===== config.mk =====
export PLATFORM = sky130hd
export DESIGN_NAME = shadow_wt_ctrl
export DESIGN_NICKNAME = d
export VERILOG_FILES = /design/src/rtl/shadow_wt_ctrl.sv
export SDC_FILE = /design/constraint.sdc
export NUM_CORES = 1
export LEC_CHECK = 0
export CELL_PAD_IN_SITES_DETAIL_PLACEMENT = 1
export CELL_PAD_IN_SITES_GLOBAL_PLACEMENT = 1
export CORE_UTILIZATION = 29
export DETAILED_ROUTE_END_ITERATION = 8
export HOLD_SLACK_MARGIN = 0.08
export PLACE_DENSITY = 0.79
export SYNTH_ARGS = -nofsm -noshare
export SYNTH_HDL_FRONTEND = slang
export SYNTH_SLANG_ARGS = --single-unit

===== constraint.sdc =====
create_clock -name clk -period 2.33 [get_ports clk]
set_clock_uncertainty 0.05 [all_clocks]
set_input_delay 0.699 -clock clk [delete_from_list [all_inputs] [get_ports clk]]
set_output_delay 0.699 -clock clk [all_outputs]
set_load 0.005 [all_outputs]

===== src/rtl/shadow_wt_ctrl.sv =====
module shadow_wt_ctrl #(
  parameter int ADDR_W   = 18,
  parameter int DATA_W   = 16,
  parameter int WIN_BASE = 'h10000,
  parameter int WIN_SIZE = 'h10000,
  localparam int BE_W    = DATA_W / 8,
  localparam int FA_W    = $clog2(WIN_SIZE)
) (
  input  logic              clk,
  input  logic              rst_n,
  input  logic              cpu_req,
  input  logic              cpu_we,
  input  logic [ADDR_W-1:0] cpu_addr,
  input  logic [DATA_W-1:0] cpu_wdata,
  input  logic [BE_W-1:0]   cpu_be,
  output logic              cpu_ack,
  output logic [DATA_W-1:0] cpu_rdata,
  output logic              slow_req,
  output logic              slow_we,
  output logic [ADDR_W-1:0] slow_addr,
  output logic [DATA_W-1:0] slow_wdata,
  output logic [BE_W-1:0]   slow_be,
  input  logic              slow_ready,
  input  logic [DATA_W-1:0] slow_rdata,
  output logic              fast_en,
  output logic              fast_we,
  output logic [FA_W-1:0]   fast_addr,
  output logic [DATA_W-1:0] fast_wdata,
  output logic [BE_W-1:0]   fast_be,
  input  logic [DATA_W-1:0] fast_rdata
);

  localparam logic [ADDR_W:0] WIN_LO = (ADDR_W+1)'(WIN_BASE);
  localparam logic [ADDR_W:0] WIN_HI = (ADDR_W+1)'(WIN_BASE + WIN_SIZE);

  typedef enum logic [1:0] {ST_IDLE, ST_FRD, ST_SLOW, ST_DONE} st_t;
  st_t st;

  logic in_win, accept;

  assign in_win = ({1'b0, cpu_addr} >= WIN_LO) && ({1'b0, cpu_addr} < WIN_HI);
  assign accept = (st == ST_IDLE) && cpu_req;

  assign fast_en    = accept && in_win;
  assign fast_we    = cpu_we;
  assign fast_addr  = FA_W'(cpu_addr - WIN_LO[ADDR_W-1:0]);
  assign fast_wdata = cpu_wdata;
  assign fast_be    = cpu_be;

  assign slow_req = (st == ST_SLOW);
  assign cpu_ack  = (st == ST_DONE);

  always_ff @(posedge clk or negedge rst_n) begin
    if (!rst_n) begin
      st         <= ST_IDLE;
      slow_we    <= 1'b0;
      slow_addr  <= '0;
      slow_wdata <= '0;
      slow_be    <= '0;
      cpu_rdata  <= '0;
    end else begin
      case (st)
        ST_IDLE: if (cpu_req) begin
          if (in_win && !cpu_we) begin
            st <= ST_FRD;
          end else begin
            st         <= ST_SLOW;
            slow_we    <= cpu_we;
            slow_addr  <= cpu_addr;
            slow_wdata <= cpu_wdata;
            slow_be    <= cpu_be;
          end
        end
        ST_FRD: begin
          cpu_rdata <= fast_rdata;
          st        <= ST_DONE;
        end
        ST_SLOW: if (slow_ready) begin
          if (!slow_we) cpu_rdata <= slow_rdata;
          st <= ST_DONE;
        end
        default: st <= ST_IDLE;
      endcase
    end
  end

endmodule



# Word-level counts from Yosys, hierarchy flattened
# Index checks and enable logic that the tools add are counted.
dict set report word_totals {
  regBits 55
  in_bits 73
  out_inout_bits 91
  wordCells 33
}
dict set report classes {
  add_sub_neg 1
  magnitude_cmp 2
  n_eq_ne 6
  muxes 7
  bitwise 1
  n_reduce_logical 10
}
# operator count
set ops {}
lappend ops {{$mux 16} 2}
lappend ops {{$pmux 16 s2} 1}
lappend ops {{$ge 18x17->1 const B} 1}
lappend ops {{$lt 18x18->1 const B} 1}
lappend ops {{$sub 16x1->16 const B} 1}
lappend ops {{$mux 2} 3}
lappend ops {{$pmux 2 s3} 1}
lappend ops {{$reduce_and 3->1} 2}
lappend ops {{$eq 2x2->1 const B} 2}
lappend ops {{$logic_and 1x1->1} 4}
lappend ops {{$ne 2x2->1 const B} 2}
lappend ops {{$eq 2x1->1 const B} 1}
lappend ops {{$logic_not 2->1} 1}
lappend ops {{$ne 2x1->1 const B} 1}
lappend ops {{$reduce_and 2->1} 1}
lappend ops {{$reduce_bool 2->1} 1}
lappend ops {{$logic_not 1->1} 1}
lappend ops {{$not 1->1} 1}

# Depth between registers and ports, before layout
dict set report depth {
  word_depth 6
  depth_mapped 7
  depth_no_buf 5
}

# Worst setup path after synthesis
# OpenSTA, ideal clock, no wires.
dict set report synth_path {
  path_type {input-to-reg}
  start {in cpu_addr[16]}
  end {reg slow_addr[0]}
  setup_ns 0.125
  t_arrival_ns 1.581
  required_time_ns 2.155
  path_slack_ns 0.574
  path_stages 4
  n_path_buf 1
  path_cell_list {nor3b_4 nor2_4 buf_8 mux2_4}
}
dict set report synth_between {
  elab_chain_cells 5
  elab_cells_between_ends 6
  cone_classes {order compare: 2; bitwise: 1; reduce/logical: 3}
}
# item line_no
set synth_lines {}
lappend synth_lines {{from (decl)} 13} ;# input logic [ADDR_W-1:0] cpu_addr,
lappend synth_lines {{$ge 18x17->1 / $lt 18x18->1 (equally long branches)} 41} ;# assign in_win = ({1'b0, cpu_addr} >= WIN_LO) && ({1'b0, cpu_addr} < WIN_HI);
lappend synth_lines {{$logic_and 1x1->1 (*)} 41}
lappend synth_lines {{$logic_and 1x1->1 (*)} 64} ;# if (in_win && !cpu_we) begin
lappend synth_lines {{$not 1->1 (no line) (*)} --}
lappend synth_lines {{$reduce_and 3->1 (no line) (*)} --}
lappend synth_lines {{to (signal assigned)} 69} ;# slow_addr <= cpu_addr;
lappend synth_lines {{to (decl)} 20} ;# output logic [ADDR_W-1:0] slow_addr,
# Every way passes the cells marked *; elsewhere a longest branch is shown, timed or not.
# A chain may end at the register's enable or synchronous reset.

# Worst setup path in the final report
dict set report layout_path {
  start {in cpu_addr[16]}
  end {out fast_en}
}
dict set report layout_between {
  elab_chain_cells 3
  elab_cells_between_ends 4
  cone_classes {order compare: 2; reduce/logical: 2}
}
# item line_no
set layout_lines {}
lappend layout_lines {{$ge 18x17->1 / $lt 18x18->1 (equally long branches)} 41}
lappend layout_lines {{$logic_and 1x1->1 (*)} 41}
lappend layout_lines {{$logic_and 1x1->1 (*)} 44} ;# assign fast_en = accept && in_win;
lappend layout_lines {{to (decl)} 25} ;# output logic fast_en,
# Marked as above.

==> flow_summary.yaml <==
run_status:
  status: "finished, final reports clean"
timing:
  max_freq_ghz: 0.445
  tightest_slew_ns: 0.292
  fin_setup_tns_ns: 0
  rsz0062_at_grt: "no"
  drv_slew: 0
  slew-limit-headroom_pct: 80.5
  hold_viol_final: 0
  min_period_ns: 2.25
  finalSetupViolCount: 0
  fin_crit_sh_pct: 96.5
setup_path:
  endpoint: "fast_en"
  worstReg2RegStart: "st[0]$_DFFE_PN0P_"
  rr_endpoint: "slow_addr[7]$_DFFE_PN0P_"
  r2r_slack_ns: 0.49
  crit_type: "in -> out"
  cp-start-kind: "primary input"
  reg2regPathDepth: 7
  crit_fanout: 3
  critPathLaunch: "cpu_addr[16]"
  arrival_ns: 1.50
  required_ns: 1.58
  end_kind: "output pin"
pwr:
  internal_power_mw: 3.74
  p_switching_mw: 1.52
  seqPwrFrac_pct: 32.9
  cellLeakagePower_nw: 1.99
  total_power_mw: 5.25
  power_density_nw_per_um2: 1150
  pwr-share-comb_pct: 57.2
  clkPwrFrac_pct: 9.8
  swShare_pct: 28.9
  vdd_drop_max_mv: 0.461
layout:
  fin_util_pct: 49.1
  multi_input_area_um2: 1060
  area_growth_pct: 63.0
  drive_gt1_share_pct: 32.7
  layout_commonest_cell: "clkdlybuf4s50_1"
  fillers: 994
  final_cell_mix: "clkdlybuf4s50_1 (125), dfrtp_1 (55), mux2_2 (38), dlygate4sd2_1 (36), mux2_4 (29)"
  design_area_um2: 4560
  diodes: 0
  nNetsFinal: 425
  regArea_um2: 1380
cts:
  ctsLongestPathBuffers: 2
  clk_pin_slew_ns: 0.10
  ctsHoldBuffers: 0
  cts_setup_buffers: 0
  cts_made_buffers: 5
  htreeDepth: 2
  clkSinkCount: 55
  cts_tree: "built"
  cts_root_buf: "clkbuf_8"
  post_cts_resized: 41
  clock_latency_ns: 0.30
yosys:
  synth_cell_type_count: 24
  synthesis.instances: 188
  synthAdderAreaFrac_pct: 1.79
  syn_area_per_cell_um2: 14.9
  ys_warn_count: 0
  netlist_area_um2: 2800
  synth_compound_area_share_pct: 2.91
  synth_mux_area_share_pct: 30.9
  ys_seq_area_share_pct: 49.2
  synth_top_family_by_area: "multiplexers"
  synth_xor_area_share_pct: 0
  yosys_register_bits: 55
  syn_nets: 265
  synth-simple-area-share_pct: 2.10
global_route:
  grt.total_usage_pct: 14.5
  grt_pass1_wl_um: 11300
  overflow: 0
  grt_pass1_vias: 2304
  grt-busiest-layer: "met2"
  antenna_found_initial: 0
  grt_max_degree: 56
  grt_util_met1_pct: 16.3
  use_met3_pct: 5.57
  grt_util_met2_pct: 25.4
floorplanning:
  die-area_um2: 10000
  die_x_um: 100
  rows: 35
  coreArea_um2: 9280
  io_pins: 164
  die_h_um: 100
  start_util_pct: 30.1
place:
  placed_cell_area_um2: 4520
  port_buffers: 163
  place.gp.congestion: 0.686
  dp_hpwl_um: 5520
drt:
  drtIter0Drc: 15
  via_count: 2025
  wl_per_cell_um: 14.9
  drc: 0
  via_per_inst: 4.24
  firstDrtPassIters: 4
  final_antenna_net_count: 0
  totalWireLength_um: 7140
hold_path:
  hold_path_class: "in -> async"
job:
  max_cap_violations: 0
layer usage:
| metal | vias to the layer above | wire [um] |
|---|---|---|
| li1 | 932 | - |
| met1 | 978 | 2790 |
| met2 | 109 | 3550 |
| met3 | 6 | 729 |
| met4 | 0 | 72 |
| met5 | - | 0 |
registers in the layout, indices dropped and copies added (netlist names):
signal,flops
cpu_rdata,16
slow_addr,18
slow_be,2
slow_wdata,16
slow_we,1
st,2
cell type report:
cell class | count | share of cell area [%]
Timing Repair Buffer | 194 | 40.8
Tap cell | 129 | 3.54
Inverter | 5 | 0.412
Clock inverter | 2 | 0.274
Multi-Input combinational cell | 87 | 23.2
Clock buffer | 6 | 1.59
Sequential cell | 55 | 30.2
worst min-delay path by stage:
stage               depth (start not counted)                   endpoint  slack [ns]
global route                                2  slow_addr[11]$_DFFE_PN0P_        0.34
finish                                      2  slow_addr[11]$_DFFE_PN0P_        0.33
global placement                            1  slow_addr[16]$_DFFE_PN0P_        0.43
floorplan                                   0   cpu_rdata[0]$_DFFE_PN0P_        0.35
detailed placement                          1  slow_addr[16]$_DFFE_PN0P_        0.44
CTS                                         2   cpu_rdata[9]$_DFFE_PN0P_        0.33
synthesized netlist by cell type (all sizes together):
| cell type | instances | share of area (%) |
|---|---|---|
| o22a | 1 | 0.36 |
| inv | 5 | 0.67 |
| o221ai | 1 | 0.31 |
| nor3b | 2 | 0.94 |
| buf | 41 | 12 |
| o21ba | 1 | 0.36 |
| o2bb2ai | 2 | 0.63 |
| nor2 | 1 | 0.40 |
| o21ai | 1 | 0.18 |
| o22ai | 1 | 0.22 |
| mux2 | 67 | 31 |
| a21boi | 1 | 0.67 |
| a21oi | 1 | 0.18 |
| nand2 | 2 | 0.36 |
| ha | 4 | 1.8 |
| nand3 | 1 | 0.18 |
| dfrtp | 55 | 49 |
| nand2b | 1 | 0.22 |
cell families (layout without fill, tap and decap cells):
logic type / Yosys count / after routing
AND/OR/NAND/NOR: 7 / 7
flip-flops: 55 / 55
buffers and inverters: 46 / 207
multiplexers: 67 / 67
AO/OA/AOI/OAI: 9 / 9
adder cells (fa/ha/maj): 4 / 4
power groups by stage:
stage          registers (mW)  clock network (mW)  logic, mW
6_report                 1.73               0.517       3.01
5_1_grt                  1.80               0.579       3.24
4_1_cts                  1.74               0.546       3.07
3_5_place_dp             1.75                   0       3.09
3_3_place_gp             1.72                   0       2.99
2_1_floorplan            1.77                   0       1.52
worst max-delay path: stages:
cell	delay, ns
clkdlybuf4s50_1	0.50
nor3b_2	0.16
buf_2	0.14
metrics by stage:
stage / setup slack [ns] / hold WS [ns] / std cells
2_1_floorplan: 0.574 / 0.353 / 188
3_3_place_gp: -0.472 / 0.429 / 470
3_5_place_dp: -0.464 / 0.440 / 470
4_1_cts: 0.0590 / 0.333 / 478
5_1_grt: 0.0293 / 0.344 / 478
6_report: 0.0810 / 0.328 / 478
(Power assumes the default switching activity.)
